--- config.mk ---
export PLATFORM = sky130hd
export DESIGN_NAME = bank_mapper
export DESIGN_NICKNAME = d
export VERILOG_FILES = /design/src/rtl/bankmap_pkg.sv /design/src/rtl/bm_cfg_latch.sv /design/src/rtl/bm_window_map.sv /design/src/rtl/bm_phys_mux.sv /design/src/rtl/bank_mapper.sv
export SDC_FILE = /design/constraint.sdc
export NUM_CORES = 1
export LEC_CHECK = 0
export ABC_AREA = 1
export BUFFER_PORTS_ARGS = -buffer_cell sky130_fd_sc_hd__buf_2
export CAP_MARGIN = 10
export CORE_UTILIZATION = 33
export CTS_CLUSTER_SIZE = 24
export DETAILED_ROUTE_END_ITERATION = 16
export GPL_TIMING_DRIVEN = 1
export PLACE_DENSITY = 0.9
export SKIP_LAST_GASP = 1
export SLEW_MARGIN = 5
export SYNTH_ARGS = -nofsm -noshare
export SYNTH_HDL_FRONTEND = slang
export SYNTH_SLANG_ARGS = --single-unit
--- constraint.sdc ---
create_clock -name clk -period 1.11 [get_ports clk]
set_input_delay 0.222 -clock clk [delete_from_list [all_inputs] [get_ports clk]]
set_output_delay 0.222 -clock clk [all_outputs]
set_load 0.01 [all_outputs]
--- src/rtl/bankmap_pkg.sv ---
package bankmap_pkg;
    localparam int ADDR_W   = 16;
    localparam int WIN_W    = 2;
    localparam int OFFS_W   = ADDR_W - WIN_W;
    localparam int CFG_W    = 5;
    localparam int BANK_W   = 5;
    localparam int PHYS_W   = BANK_W + OFFS_W;
    localparam int VBANK_W  = 2;
    localparam int NUM_WIN  = 1 << WIN_W;
    localparam int BASE_CFG = 8;
    localparam int GRP_BIT  = BANK_W - 1;

    typedef logic [CFG_W-1:0]  cfg_t;
    typedef logic [BANK_W-1:0] bank_t;
    typedef logic [OFFS_W-1:0] offs_t;

    typedef enum logic [WIN_W-1:0] {
        WIN_LOW  = 2'd0,
        WIN_SWAP = 2'd1,
        WIN_MID  = 2'd2,
        WIN_TOP  = 2'd3
    } win_e;

    typedef struct packed {
        bank_t bank;
        offs_t offs;
    } phys_t;

    // Decode of a configuration write: strobe, address bit 15 low, data 7:6 = 11
    function automatic logic is_cfg_write(logic wr, logic a15, logic [7:0] d);
        return wr && !a15 && (d[7:6] == 2'b11);
    endfunction

    // Bank reached by one window under one configuration
    function automatic bank_t window_bank(cfg_t cfg, win_e win);
        bank_t b;
        logic  ext;
        ext = (int'(cfg) >= BASE_CFG);
        b   = '0;
        unique case (win)
            WIN_LOW:  b = (cfg == cfg_t'(2)) ? bank_t'(4) : bank_t'(0);
            WIN_SWAP: begin
                if (ext) b = bank_t'(cfg);
                else begin
                    case (cfg)
                        cfg_t'(0), cfg_t'(1): b = bank_t'(1);
                        cfg_t'(2):            b = bank_t'(5);
                        cfg_t'(3):            b = bank_t'(3);
                        default:              b = bank_t'(cfg);
                    endcase
                end
            end
            WIN_MID:  b = (cfg == cfg_t'(2)) ? bank_t'(6) : bank_t'(2);
            WIN_TOP:  b = (ext || cfg inside {cfg_t'(1), cfg_t'(2), cfg_t'(3)})
                          ? bank_t'(7) : bank_t'(3);
            default:  b = '0;
        endcase
        return b;
    endfunction
endpackage

--- src/rtl/bm_cfg_latch.sv ---
module bm_cfg_latch
    import bankmap_pkg::*;
#(
    parameter int NUM_CFG = 32
) (
    input  logic       clk,
    input  logic       rst,
    input  logic       io_wr,
    input  logic       io_a15,
    input  logic [7:0] io_data,
    output cfg_t       cfg_q
);
    logic accept;
    logic unused_bit5;

    assign unused_bit5 = io_data[5];
    assign accept = is_cfg_write(io_wr, io_a15, io_data)
                 && (int'(io_data[CFG_W-1:0]) < NUM_CFG);

    always_ff @(posedge clk) begin
        if (rst)         cfg_q <= '0;
        else if (accept) cfg_q <= io_data[CFG_W-1:0];
    end
endmodule

--- src/rtl/bm_window_map.sv ---
module bm_window_map
    import bankmap_pkg::*;
#(
    parameter int WIN_IDX = 0
) (
    input  cfg_t  cfg,
    output bank_t bank
);
    assign bank = window_bank(cfg, win_e'(WIN_IDX[WIN_W-1:0]));
endmodule

--- src/rtl/bm_phys_mux.sv ---
module bm_phys_mux
    import bankmap_pkg::*;
(
    input  logic               vid_sel,
    input  logic [VBANK_W-1:0] vid_bank,
    input  win_e               win,
    input  bank_t              cpu_bank,
    input  logic               cfg_hi,
    input  offs_t              offs,
    output phys_t              phys,
    output logic               grp1
);
    always_comb begin
        phys.offs = offs;
        if (vid_sel) begin
            phys.bank = {{(BANK_W-VBANK_W){1'b0}}, vid_bank};
            grp1      = 1'b0;
        end else begin
            phys.bank = cpu_bank;
            grp1      = cfg_hi && (win == WIN_SWAP);
        end
    end
endmodule

--- src/rtl/bank_mapper.sv ---
module bank_mapper
    import bankmap_pkg::*;
#(
    parameter int NUM_CFG = 32
) (
    input  logic                clk,
    input  logic                rst,
    input  logic                io_wr,
    input  logic [7:0]          io_data,
    input  logic [ADDR_W-1:0]   cpu_addr,
    input  logic                vid_sel,
    input  logic [VBANK_W-1:0]  vid_bank,
    output logic [PHYS_W-1:0]   phys_addr,
    output logic [BANK_W-1:0]   phys_bank,
    output logic [OFFS_W-1:0]   bank_offs,
    output logic                grp1_sel
);
    cfg_t  cfg_q;
    bank_t win_banks [NUM_WIN];
    win_e  win;
    phys_t phys;

    assign win = win_e'(cpu_addr[ADDR_W-1 -: WIN_W]);

    bm_cfg_latch #(.NUM_CFG(NUM_CFG)) u_latch (
        .clk     (clk),
        .rst     (rst),
        .io_wr   (io_wr),
        .io_a15  (cpu_addr[ADDR_W-1]),
        .io_data (io_data),
        .cfg_q   (cfg_q)
    );

    for (genvar w = 0; w < NUM_WIN; w++) begin : g_win
        bm_window_map #(.WIN_IDX(w)) u_map (
            .cfg  (cfg_q),
            .bank (win_banks[w])
        );
    end

    bm_phys_mux u_mux (
        .vid_sel  (vid_sel),
        .vid_bank (vid_bank),
        .win      (win),
        .cpu_bank (win_banks[win]),
        .cfg_hi   (cfg_q[GRP_BIT]),
        .offs     (cpu_addr[OFFS_W-1:0]),
        .phys     (phys),
        .grp1     (grp1_sel)
    );

    assign phys_addr = phys;
    assign phys_bank = phys.bank;
    assign bank_offs = phys.offs;
endmodule

Word level (Yosys, flattened, before mapping)
Index checks and enable logic that the tools add are counted.
{"block": "totals", "register_bits": 5, "latchBits": 0, "ram_bits": 0, "rom_bits": 0, "input_bits": 30, "out_inout_bits": 39, "mem_count": 0}
{"block": "op_classes", "addsub": 0, "mul": 0, "div": 0, "magnitude_cmp": 2, "n_eq_ne": 5, "shifts": 0, "muxes": 10, "n_bitwise": 1, "n_reduce_logical": 8}
{"cell": "5-bit two-way mux", "count": 4}
{"cell": "5-bit one-hot mux with 3 select lines", "count": 1}
{"cell": "5-bit binary-select mux with 2-bit select", "count": 1}
{"cell": "5-bit by 2-bit == test with 1-bit output (second input constant)", "count": 2}
{"cell": "3-bit two-way mux", "count": 3}
{"cell": "5-bit by 1-bit == test with 1-bit output (second input constant)", "count": 1}
{"cell": "5-bit by 4-bit >= comparator with 1-bit output (second input constant)", "count": 1}
{"cell": "5-bit logical NOT", "count": 1}
{"cell": "3-bit >= comparator (second input constant)", "count": 1}
{"cell": "1-bit logical AND", "count": 3}
{"cell": "2-bit NOT with 3-bit output", "count": 1}
{"cell": "3-bit nonzero test", "count": 1}
{"cell": "2-bit by 1-bit == test with 1-bit output (second input constant)", "count": 1}
{"cell": "2-bit == test (second input constant)", "count": 1}
{"cell": "2-bit OR reduction", "count": 1}
{"cell": "1-bit logical NOT", "count": 1}
{"cell": "1-bit logical OR", "count": 1}
{"cell": "1-bit two-way mux", "count": 1}

Longest topological paths before layout
Gate-level depths: netlist (run 1).
{"block": "depth", "word_depth": 8, "mapped_depth": 6, "mapped_depth_nobuf": 6}

Modules after synthesis
From an unflattened synthesis (run 1), not the netlist that was laid out.
{"block": "hier_totals", "hier_cells": 195, "area_unflattened_um2": 1037.2}
{"mod": "bank_mapper", "n_inst": 1, "cells_per_inst": 77, "area_each_um2": 380.4}
{"mod": "bm_cfg_latch", "n_inst": 1, "cells_per_inst": 38, "area_each_um2": 250.2}
{"mod": "bm_phys_mux", "n_inst": 1, "cells_per_inst": 31, "area_each_um2": 168.9}
{"mod": "bm_window_map at g_win[1].u_map", "n_inst": 1, "cells_per_inst": 16, "area_each_um2": 67.6}
{"mod": "bm_window_map at g_win[2].u_map", "n_inst": 1, "cells_per_inst": 12, "area_each_um2": 60.1}
{"mod": "bm_window_map at g_win[0].u_map", "n_inst": 1, "cells_per_inst": 11, "area_each_um2": 56.3}
{"mod": "bm_window_map at g_win[3].u_map", "n_inst": 1, "cells_per_inst": 10, "area_each_um2": 53.8}

Worst setup path after synthesis (run 1)
Ideal clock, no wire load.
{"block": "synth_path", "path_type": "reg-to-output", "startpoint": "register u_latch.cfg_q[4]", "endpoint": "output port phys_bank[2]", "t_arrival_ps": 960, "setup_slack_ps": -72, "stages_incl_launch_ff": 7, "path_cell_list": "dfxtp_1 > nor2_1 > nand2_1 > nor2_1 > nor2_1 > nor2_1 > buf_4"}
{"block": "synth_between", "elab_chain_cells": 8, "word_cells_on_any_way": 17, "classes_between": "1 x order compare; 3 x eq/ne; 9 x mux; 4 x reduce/logical"}
{"item": "start, declared", "line": "bm_cfg_latch.sv:11", "rtl": "output cfg_t cfg_q"}
{"item": "start signal, assigned", "line": "bm_cfg_latch.sv:22", "rtl": "else if (accept) cfg_q <= io_data[CFG_W-1:0];"}
{"item": "5-bit by 1-bit == test with 1-bit output, or another cell as far along", "line": "bankmap_pkg.sv:45, bankmap_pkg.sv:54"}
{"item": "2-bit OR reduction / 3-bit nonzero test (equally long branches)", "line": "bankmap_pkg.sv:45, bankmap_pkg.sv:54"}
{"item": "5-bit one-hot mux with 3 select lines / 1-bit logical OR (equally long branches)", "line": "bankmap_pkg.sv:45, bankmap_pkg.sv:54"}
{"item": "5-bit two-way mux / 3-bit two-way mux (equally long branches)", "line": "bankmap_pkg.sv:43, bankmap_pkg.sv:55"}
{"item": "5-bit binary-select mux with 2-bit select (*)", "line": "bank_mapper.sv:45", "rtl": ".cpu_bank (win_banks[win]),"}
{"item": "5-bit two-way mux (not written as such) (*) (2 in series)", "line": "bank_mapper.sv:45"}
{"item": "5-bit two-way mux (*)", "line": "bm_phys_mux.sv:15", "rtl": "if (vid_sel) begin"}
{"item": "end, declared", "line": "bank_mapper.sv:14", "rtl": "output logic [BANK_W-1:0] phys_bank,"}
Every way passes the cells marked *; elsewhere a longest branch is shown, timed or not. The select of a mux whose other input is x is not followed.

Worst setup path in the final report (run 1)
{"block": "layout_path", "startpoint": "register u_latch.cfg_q[3]", "endpoint": "output port phys_bank[2]"}
The elaborated chain is that of the path after synthesis.

==> results of run 1 <==
cells in the final DEF, fill, tap and decap left out, drive strengths merged:
cell type  count
nor2          15
nand3          3
o21bai         1
nand2         21
buf           27
clkbuf         4
nor3           3
a21oi          3
inv           13
o21ai          1
dfxtp          5
clkinv         1
per-layer routing:
metal	up-vias	wire, um	global-route usage, %
li1	256	-	-
met1	205	382	8.81
met2	31	401	12.3
met3	15	136	3.97
met4	0	67	12.7
met5	-	0	0
final cells by class:
cell class / count / area [um^2] / area share [%]
Sequential cell: 5 / 108 / 17.8
Tap cell: 25 / 31.3 / 5.17
Timing Repair Buffer: 27 / 140 / 23.1
Multi-Input combinational cell: 47 / 246 / 40.7
Clock buffer: 4 / 26.3 / 4.34
Inverter: 14 / 53.8 / 8.88
worst register-to-register path, cell delays in order, from the launching register on:
cell	delay [ns]
dfxtp_4	0.35
nor2_1	0.10
nor2_1	0.05
cell families (layout without fill, tap and decap cells):
family	count (synthesis)	after routing	synth area share (%)
flops	5	5	16.0
buf+inv	47	45	48.2
simple gates	42	42	31.4
compound gates	5	5	4.40
power breakdown:
part / total (mW) / internal (mW) / switching, mW
sequential: 0.192 / 0.186 / 0.00638
combinational: 0.139 / 0.0616 / 0.0773
clock: 0.208 / 0.136 / 0.0722
worst max-delay path by stage:
stage                                 from           end  cells past startpoint
after floorplan           u_latch.cfg_q[4]  phys_bank[2]                      6
after global placement             vid_sel  phys_bank[2]                      7
after detailed placement           vid_sel  phys_bank[2]                      7
after CTS                 u_latch.cfg_q[3]  phys_bank[2]                      6
after global routing      u_latch.cfg_q[3]  phys_bank[2]                      6
final                     u_latch.cfg_q[3]  phys_bank[2]                      6
through the flow:
| step | setup slack, ns | utilization, % | cells | area [um^2] |
|---|---|---|---|---|
| final | -0.216 | 34.7 | 122 | 606 |
| after global routing | -0.309 | 34.7 | 122 | 606 |
| after CTS | -0.235 | 34.2 | 122 | 597 |
| after detailed placement | -0.0750 | 32.2 | 118 | 562 |
| after global placement | -0.0241 | 32.2 | 118 | 562 |
| after floorplan | -0.00287 | - | 99 | 638 |
repair_timing:
action / 4_1_cts / 5_1_grt
endpoints found under the setup margin: 11 / 11
cloned: 0 / 0
pin swaps: 9 / 0
resized for setup: 7 / 3
==> metrics.md, run 1 <==
| Metric | Value |
|---|---|
| Arrival time of data at the critical path endpoint | `1.10 ns` |
| Ratio of routed vias to standard cells | `4.16` |
| Final routed DRC violation total | `0` |
| Kind of capture point of the worst setup path | `output port` |
| Critical-path cell with the highest stage delay | `dfxtp_2` |
| Synth top area cells | `buf_4 (40%), dfxtp_1 (16%), nand2_1 (11%), nor2_1 (8.4%), inv_1 (4.2%)` |
| Largest registers | `u_latch.cfg_q x5` |
| Portion of the post-synthesis area used by sequential elements | `16.0%` |
| Total CTS buffers | `3` |
| Post-synthesis async set-or-reset flop share | `0%` |
| Antenna diode count | `0` |
| Status | `finished, violations left` |
| Drt initial violations | `5` |
| Slew @ Worst Pin | `slightly above 0.2 ns` |
| Clock tree from TritonCTS | `yes` |
| Top cell type's share of synthesized area | `39.6%` |
| Total Die Area | `2070 um^2` |
| WHS | `0.270 ns` |
| Number of buffers inserted by post-CTS setup repair | `0` |
| Final estimated routing congestion in global placement | `0.833` |
| Unrepaired setup endpoints after global routing | `true` |
| Maximum capacitance violations | `0` |
| Total congestion overflow after global routing | `0` |
| Max incr delay on CP | `0.33 ns` |
| Reg-to-reg setup timing slack | `0.51 ns` |
| Violations in the final reports | `negative setup slack` |
| Floorplan core area | `1750 um^2` |
| Final total negative setup slack | `-1.58 ns` |
| Clk root buf | `clkbuf_4` |
| Start of the worst register-to-register path | `u_latch.cfg_q[4]` |
| Capturing point of the worst reg2reg path | `u_latch.cfg_q[4]` |
| Clock skew after layout | `0 ns` |
| Final period util | `119%` |
| WL per Instance | `8.09 um` |
| Proportion of layout cells with a drive suffix above 1 | `a little over half` |
| Buffers plus inverters on the worst setup path | `1` |
| Overall die height | `45.5 um` |
| Total count of max-transition violations in the final report | `0` |
| Power after layout | `0.539 mW` |
| Global-route wire length before repair | `1320 um` |
| Crit path launch type | `flip-flop` |
| Data required, critical path | `0.89 ns` |
| Global Route Usage Sum | `9.08%` |
| Count of final setup violators | `11` |
| Filler cells | `197` |
| Peak supply drop | `0.000309 V` |
| Area of the mapped netlist | `~630 um^2` |
| Worst setup margin | `-0.216 ns` |
| Upper clock frequency limit | `754 MHz` |
| Top-level port count | `69` |
| Antenna violations before repair | `0` |
| Sinks on the clock net | `5` |
| Largest net degree at the start of global routing | `11` |
| Leakage dissipation | `0.344 nW` |
| Number of buffers inserted by hold repair at cts | `0` |
| Most used standard cell by instance count after synthesis | `buf_4` |
| Flip-flop cell with the highest count after synthesis | `dfxtp_1` |
| Number of vias in the routed layout | `507` |
| Die boundary width | `between 40 and 50 um` |
| Clock insertion delay at the later pin of the skew report | `roughly 0.24 ns` |
| Cell depth of the worst min-delay path | `5` |
| H-tree lvl count | `1` |
| Max reg flops | `5` |
| Clock Path Buffers | `2` |
| Row cnt | `15` |
| Classification of the worst setup path | `reg -> out` |
| Slew HR | `86.5%` |
| Number of cells produced by synthesis | `between 90 and 100` |
| Top cell family by delay on the critical path | `simple AND/OR/NAND/NOR gates` |
| Largest register by flop count | `u_latch.cfg_q` |
| Synthesized area per cell | `6.32 um^2` |
| Clock period minus worst slack | `1.33 ns` |
| Nets in the synthesized netlist | `129` |
| Final Routed Wirelength | `987 um` |
| Synth Register Bits | `5` |
| Post-synth EDFFs | `0` |
| Routed Antenna Nets | `0` |
| Largest fanout on the critical path | `3` |
| Cell occurring most often along the worst timing path | `nor2_1` |
| Clock-pin slew on the worst setup and hold paths | `0.04 ns` |
| Port Buf Inserts | `25` |
| Hold Path End | `u_latch.cfg_q[4]` |
| Initial core utilization | `35.8%` |
| Post-synth top cells | `buf_4 (33), nand2_1 (19), nor2_1 (14), inv_1 (7), inv_2 (6)` |
| Final Hold Violating Endpoints | `0` |
| Worst hold path class | `in -> reg` |
| Ordered list of cells on the worst path | `nor2_4 -> nand2_2 -> nor2_1 -> nor2_1 -> nor2_2 -> buf_2` |
| Total number of nets in the final design | `128` |
| Synthesis Warnings | `0` |
| Cell type with the largest total area after synthesis | `buf_4` |
| Startpoint of the most critical hold path | `io_data[4]` |
| Count of unique library cells instantiated by Yosys | `14` |
| Area growth, synth to finish | `-3.20%` |
| Detailed-placement wirelength estimate | `800 um` |
| Number of optimization iterations in the first detailed-route pass | `4` |
| Total power per unit cell area | `890 nW/um^2` |
| Vias in the first global route | `about 360` |
| Cell count of the worst reg-to-reg path | `2` |
No activity file was read; power rests on OpenSTA's default activity.
==> inputs of run 2 (changes only) <==
--- a/config.mk
+++ b/config.mk
@@ -8,11 +8,14 @@
 export ABC_AREA = 1
 export BUFFER_PORTS_ARGS = -buffer_cell sky130_fd_sc_hd__buf_2
 export CAP_MARGIN = 10
-export CORE_UTILIZATION = 33
+export CELL_PAD_IN_SITES_DETAIL_PLACEMENT = 1
+export CELL_PAD_IN_SITES_GLOBAL_PLACEMENT = 1
+export CORE_UTILIZATION = 20
 export CTS_CLUSTER_SIZE = 24
 export DETAILED_ROUTE_END_ITERATION = 16
+export GPL_ROUTABILITY_DRIVEN = 1
 export GPL_TIMING_DRIVEN = 1
-export PLACE_DENSITY = 0.9
+export PLACE_DENSITY = 0.91
 export SKIP_LAST_GASP = 1
 export SLEW_MARGIN = 5
 export SYNTH_ARGS = -nofsm -noshare
==> run 2 against run 1 <==
Effect of this change: the flow finishes with violations (design-rule violations, negative setup slack); sequential share of layout area is 0.73 points lower; cell count up 5.7%; count of clock-buffer cells in the layout unchanged; wire length increased by 15%; clock skew is the same; clock power rose by 2%; combinational power increased by 4%; hold slack worse by 0.0064 ns; critical path type unchanged; critical endpoint is now phys_addr[16]; highest routed layer unchanged.
==> metrics.md, run 2 (synthesis results as in run 1) <==
| Metric | Value |
|---|---|
| Total congestion overflow after global routing | `0 (unchanged)` |
| Filler cells | `377 (+91%)` |
| Max reg flops | `5 (unchanged)` |
| Area after DPL | `577 um^2 (+2.7%)` |
| Final standard cell area without fillers | `617 um^2 (+1.9%)` |
| Cell count of the worst reg-to-reg path | `2 (unchanged)` |
| Die boundary width | `57.9 um (+27%)` |
| Power after layout | `0.551 mW (+2.2%)` |
| Clock insertion delay at the later pin of the skew report | `0.24 ns (about the same)` |
| Clock skew after layout | `0 ns (unchanged)` |
| Total Die Area | `3360 um^2 (+62%)` |
| Antenna violations before repair | `0 (unchanged)` |
| Startpoint of the most critical hold path | `io_data[2]` |
| Placement-stage worst setup slack | `-0.0649 ns (+0.0101 ns)` |
| Global-route wire length before repair | `1890 um (+44%)` |
| Global Route Usage Sum | `7.48% (-1.6 points)` |
| Start of the worst register-to-register path | `u_latch.cfg_q[2]` |
| Antenna diode count | `0 (unchanged)` |
| Unrepaired setup endpoints after global routing | `true` |
| Commonest cells after routing, fill and taps aside | `buf_2 (25), nand2_1 (18), nor2_1 (12)` |
| Final total negative setup slack | `-1.63 ns (-0.0585 ns)` |
| Area growth, synth to finish | `-1.40%` |
| Leakage dissipation | `0.348 nW (+0.98%)` |
| Slew HR | `85.9% (-0.55 points)` |
| Total count of max-transition violations in the final report | `0 (unchanged)` |
| Power share of the clock group | `38.6% (about the same)` |
| Capturing point of the worst reg2reg path | `u_latch.cfg_q[2]` |
| Combinational Power Share | `26.3% (+0.5 points)` |
| Status | `finished, violations left` |
| Maximum capacitance violations | `0 (unchanged)` |
| Proportion of layout cells with a drive suffix above 1 | `54.1% (+1.5 points)` |
| Routed Antenna Nets | `0 (unchanged)` |
| Slew @ Worst Pin | `0.211 ns (+0.00825 ns)` |
| Number of optimization iterations in the first detailed-route pass | `10 (+6)` |
| Peak supply drop | `0.000294 V (-4.9%)` |
| Kind of capture point of the worst setup path | `output port` |
| Total number of nets in the final design | `129 (+0.78%)` |
| Arrival time of data at the critical path endpoint | `1.10 ns (about the same)` |
| Upper clock frequency limit | `755 MHz (about the same)` |
| Classification of the worst setup path | `reg -> out` |
| Data required, critical path | `0.89 ns (about the same)` |
| Floorplan core area | `2850 um^2 (+63%)` |
| Clock-pin slew on the worst setup and hold paths | `0.04 ns (about the same)` |
| Largest net degree at the start of global routing | `11 (unchanged)` |
| Fraction of power consumed by sequential logic | `35.1% (-0.6 points)` |
| Leading cell type in the layout, fill and taps excluded | `buf_2` |
| Initial core utilization | `21.9% (-14 points)` |
| Cell-internal power | `0.388 mW (+1.2%)` |
| Final period util | `119% (about the same)` |
| H-tree lvl count | `1 (unchanged)` |
| Drt initial violations | `15 (+10)` |
| Worst hold path class | `in -> reg` |
| Port Buf Inserts | `25 (unchanged)` |
| Final Hold Violating Endpoints | `0 (unchanged)` |
| Largest register by flop count | `u_latch.cfg_q` |
| Ratio of routed vias to standard cells | `3.74 (-9.9%)` |
| Top-level port count | `69 (unchanged)` |
| Cell depth of the worst min-delay path | `5 (unchanged)` |
| Number of buffers inserted by post-CTS setup repair | `0 (unchanged)` |
| Overall die height | `57.9 um (+27%)` |
| Share of the core filled with cells | `21.6% (-13 points)` |
| Final Routed Wirelength | `1130 um (+15%)` |
| Number of buffers inserted by hold repair at cts | `0 (unchanged)` |
| Non-filler instance count after layout | `129 (+5.7%)` |
| Worst setup margin | `-0.215 ns (+0.000327 ns)` |
| Detailed-placement wirelength estimate | `926 um (+16%)` |
| Total power per unit cell area | `894 nW/um^2 (+0.36%)` |
| Crit path launch type | `flip-flop` |
| Number of vias in the routed layout | `483 (-4.7%)` |
| Total CTS buffers | `3 (unchanged)` |
| Final routed DRC violation total | `5 (+5)` |
| Vias in the first global route | `467 (+31%)` |
| Violations in the final reports | `design-rule violations, negative setup slack` |
| Number of placed instances with taps included | `125 (+5.9%)` |
| Largest fanout on the critical path | `3 (unchanged)` |
| Clock period minus worst slack | `1.33 ns (-0.000327 ns)` |
| Reg-to-reg setup timing slack | `0.53 ns (+0.02 ns)` |
| Count of final setup violators | `11 (unchanged)` |
| Clock tree from TritonCTS | `yes` |
| Row cnt | `19 (+4)` |
| Hold Path End | `u_latch.cfg_q[2]` |
| Net load switching power | `0.163 mW (+4.8%)` |
| Clk root buf | `clkbuf_4` |
| Clock Path Buffers | `2 (unchanged)` |
| Sinks on the clock net | `5 (unchanged)` |
| Switching part of the total power | `29.6% (+0.74 points)` |
| Largest registers | `u_latch.cfg_q x5` |
| WHS | `0.264 ns (-0.00644 ns)` |
| WL per Instance | `8.79 um (+8.7%)` |
| Final estimated routing congestion in global placement | `0.767 (-7.9%)` |
-- run 2: cell types whose count changed in the layout (fill, tap and decap cells not counted) --
cell     previous run  this run
a21oi_1             3         2
a21oi_2             0         1
buf_4               2         3
dfxtp_2             3         4
dfxtp_4             1         0
nor2_2              1         2
nor2_4              1         0
-- run 2: how the worst max path moves through the flow --
stage,from,to,depth (start not counted)
final,u_latch.cfg_q[4],phys_addr[16],6
after global routing,u_latch.cfg_q[4],phys_bank[2],6
after CTS,u_latch.cfg_q[4],phys_bank[2],6
after detailed placement,vid_sel,phys_bank[2],7
after global placement,vid_sel,phys_addr[16],7
after floorplan,u_latch.cfg_q[4],phys_bank[2],6
-- run 2: routing by layer --
| metal | part of all wire, % | global-route usage, % | wire [um] |
|---|---|---|---|
| met4 | 2.0 | 4.08 | 23 |
| met3 | 9.1 | 2.68 | 103 |
| met5 | 0 | 0 | 0 |
| met1 | 46 | 9.09 | 527 |
| met2 | 42 | 11.5 | 479 |
-- run 2: critical path, cell delays in order, from the launching register on --
cell	delay, ns
dfxtp_2	0.32
nor2_2	0.11
nand2_2	0.07
nor2_1	0.09
nor2_1	0.05
nor2_2	0.08
buf_2	0.13
-- run 2: power groups by stage --
stage | logic (mW) | clock network, mW | registers (mW)
floorplan | 0.190 | 0 | 0.193
global placement | 0.140 | 0 | 0.194
global route | 0.163 | 0.236 | 0.194
CTS | 0.147 | 0.221 | 0.193
finish | 0.145 | 0.213 | 0.193
detailed placement | 0.143 | 0 | 0.195
-- run 2: cell type report --
type	count	area, um^2	share of cell area [%]
clock buffers	4	26.3	4.26
well taps	31	38.8	6.29
repair buffers	28	148	23.9
flip-flops and latches	5	105	17.0
inverters	14	53.8	8.72
multi-input cells	47	245	39.8
-- run 2: repair_timing --
item / in CTS / in global routing
hold endpoints to repair: 0 / 0
resized for setup: 8 / 1
endpoints found under the setup margin: 11 / 11
gates cloned: 0 / 0
pin swaps: 5 / 0
==> inputs of run 3 (changes only) <==
--- a/config.mk
+++ b/config.mk
@@ -11,7 +11,7 @@
 export CELL_PAD_IN_SITES_DETAIL_PLACEMENT = 1
 export CELL_PAD_IN_SITES_GLOBAL_PLACEMENT = 1
 export CORE_UTILIZATION = 20
-export CTS_CLUSTER_SIZE = 24
+export CTS_BUF_LIST = sky130_fd_sc_hd__clkbuf_16
 export DETAILED_ROUTE_END_ITERATION = 16
 export GPL_ROUTABILITY_DRIVEN = 1
 export GPL_TIMING_DRIVEN = 1
==> run 3 against run 2 <==
Effect of this change: the flow still finishes with violations (design-rule violations, negative setup slack); hold slack improved by 0.021 ns; utilization increased by 1.8 points; setup slack improved by 0.021 ns; clock power increased to 2.7 times the previous value; critical endpoint unchanged; highest routed layer unchanged.
==> metrics.md, run 3 (synthesis results as in run 1) <==
| Metric | Value |
|---|---|
| Status | `finished, violations left` |
| Violations in the final reports | `design-rule violations, negative setup slack` |
| Final estimated routing congestion in global placement | `0.767 (unchanged)` |
| Clock tree from TritonCTS | `yes` |
| Largest register by flop count | `u_latch.cfg_q` |
| Crit path launch type | `flip-flop` |
| Ratio of routed vias to standard cells | `3.73 (-0.41%)` |
| Kind of capture point of the worst setup path | `output port` |
| Worst setup margin | `-0.194 ns (+0.0212 ns)` |
| Largest net degree at the start of global routing | `11 (unchanged)` |
| Antenna violations before repair | `0 (unchanged)` |
| Commonest cells after routing, fill and taps aside | `buf_2 (25), nand2_1 (18), nor2_1 (12)` |
| Port Buf Inserts | `25 (unchanged)` |
| Final period util | `117% (-1.9 points)` |
| Data required, critical path | `0.89 ns (about the same)` |
| Row cnt | `19 (unchanged)` |
| Total count of max-transition violations in the final report | `0 (unchanged)` |
| Drt initial violations | `18 (+3)` |
| Power after layout | `0.916 mW (+66%)` |
| Multi-input gate area in the final layout | `245 um^2 (unchanged)` |
| Peak supply drop | `0.000878 V (+200%)` |
| Maximum capacitance violations | `0 (unchanged)` |
| Total power per unit cell area | `1370 nW/um^2 (+53%)` |
| Slew @ Worst Pin | `0.212 ns (+0.00107 ns)` |
| Clock insertion delay at the later pin of the skew report | `0.23 ns (about the same)` |
| Total Die Area | `3360 um^2 (unchanged)` |
| Global-route wire length before repair | `1930 um (+1.9%)` |
| Clock skew after layout | `0 ns (unchanged)` |
| Unrepaired setup endpoints after global routing | `true` |
| Largest fanout on the critical path | `3 (unchanged)` |
| Top-level port count | `69 (unchanged)` |
| Total CTS buffers | `3 (unchanged)` |
| Clock Path Buffers | `2 (unchanged)` |
| Floorplan core area | `2850 um^2 (unchanged)` |
| Number of buffers inserted by hold repair at cts | `0 (unchanged)` |
| Total congestion overflow after global routing | `0 (unchanged)` |
| H-tree lvl count | `1 (unchanged)` |
| Leakage dissipation | `0.375 nW (+7.9%)` |
| Overall die height | `57.9 um (unchanged)` |
| Reg-to-reg setup timing slack | `0.53 ns (about the same)` |
| Number of optimization iterations in the first detailed-route pass | `10 (unchanged)` |
| Vias in the first global route | `477 (+2.1%)` |
| Max reg flops | `5 (unchanged)` |
| Number of vias in the routed layout | `481 (-0.41%)` |
| Antenna diode count | `0 (unchanged)` |
| Global Route Usage Sum | `7.81% (+0.33 points)` |
| Clock-pin slew on the worst setup and hold paths | `0.03 ns (about the same)` |
| Upper clock frequency limit | `767 MHz (+1.6%)` |
| Area growth, synth to finish | `7.00%` |
| Detailed-placement wirelength estimate | `926 um (unchanged)` |
| Count of final setup violators | `11 (unchanged)` |
| Worst hold path class | `in -> reg` |
| Clk root buf | `clkbuf_16` |
| Register area | `105 um^2 (unchanged)` |
| Initial core utilization | `21.9% (unchanged)` |
| Slew HR | `85.9% (about the same)` |
| Routed Antenna Nets | `0 (unchanged)` |
| Leading cell type in the layout, fill and taps excluded | `buf_2` |
| Clock period minus worst slack | `1.30 ns (-0.0212 ns)` |
| Filler cells | `369 (-2.1%)` |
| Sinks on the clock net | `5 (unchanged)` |
| Final Hold Violating Endpoints | `0 (unchanged)` |
| Share of the core filled with cells | `23.5% (+1.8 points)` |
| Arrival time of data at the critical path endpoint | `1.08 ns (-0.02 ns)` |
| Total number of nets in the final design | `129 (unchanged)` |
| Die boundary width | `57.9 um (unchanged)` |
| WL per Instance | `8.87 um (+0.88%)` |
| Final Routed Wirelength | `1140 um (+0.88%)` |
| Proportion of layout cells with a drive suffix above 1 | `54.1% (unchanged)` |
| Classification of the worst setup path | `reg -> out` |
| Final routed DRC violation total | `5 (unchanged)` |
| Largest registers | `u_latch.cfg_q x5` |
-- run 3: path summary, 6_finish.rpt --
| path | from | to | depth (start not counted) |
|---|---|---|---|
| worst min-delay path | io_data[2] | u_latch.cfg_q[2] | 5 |
| worst max register to register | u_latch.cfg_q[4] | u_latch.cfg_q[4] | 2 |
| worst min register to register | u_latch.cfg_q[0] | u_latch.cfg_q[0] | 2 |
| worst max-delay path | u_latch.cfg_q[3] | phys_addr[16] | 6 |
-- run 3: final cells by class --
cell class	instances	area share, %
Inverter	14	8.04
Tap cell	31	5.79
Timing Repair Buffer	28	22.1
Multi-Input combinational cell	47	36.6
Clock inverter	1	0.561
Clock buffer	3	11.2
Sequential cell	5	15.7
-- run 3: per-stage QoR --
stage	instances	setup WS, ns	setup TNS, ns	hold WS [ns]	cell area [um^2]
2_1_floorplan	99	-0.00287	-0.00287	0.403	638
3_3_place_gp	125	-0.0537	-0.154	0.444	577
3_5_place_dp	125	-0.0649	-0.226	0.444	577
4_1_cts	129	-0.217	-1.56	0.287	668
5_1_grt	129	-0.296	-2.20	0.318	669
6_report	129	-0.194	-1.32	0.285	669
-- run 3: what timing repair did --
item / CTS / global route
buffers inserted: 0 / 0
pin swaps: 6 / 0
resized for setup: 8 / 1
cloned: 0 / 0
setup endpoints to repair: 11 / 11
-- run 3: worst max-delay path: stages, from the launching register on --
cell     delay, ns
dfxtp_2       0.32
nor2_2        0.11
nand2_2       0.07
nor2_1        0.09
nor2_1        0.05
nor2_2        0.08
buf_2         0.13
-- run 3: where the power goes --
part           switching [mW]  internal (mW)
registers             0.00557          0.188
logic                  0.0809         0.0640
clock network           0.112          0.466
total                   0.198          0.718
-- run 3: metal layers --
metal | share of wire [%] | track usage (%) | vias to the layer above
met5 | 0 | 0 | -
met1 | 46 | 9.09 | 193
met2 | 42 | 11.7 | 25
met3 | 8.7 | 2.68 | 4
met4 | 3.1 | 6.12 | 0
li1 | - | - | 259
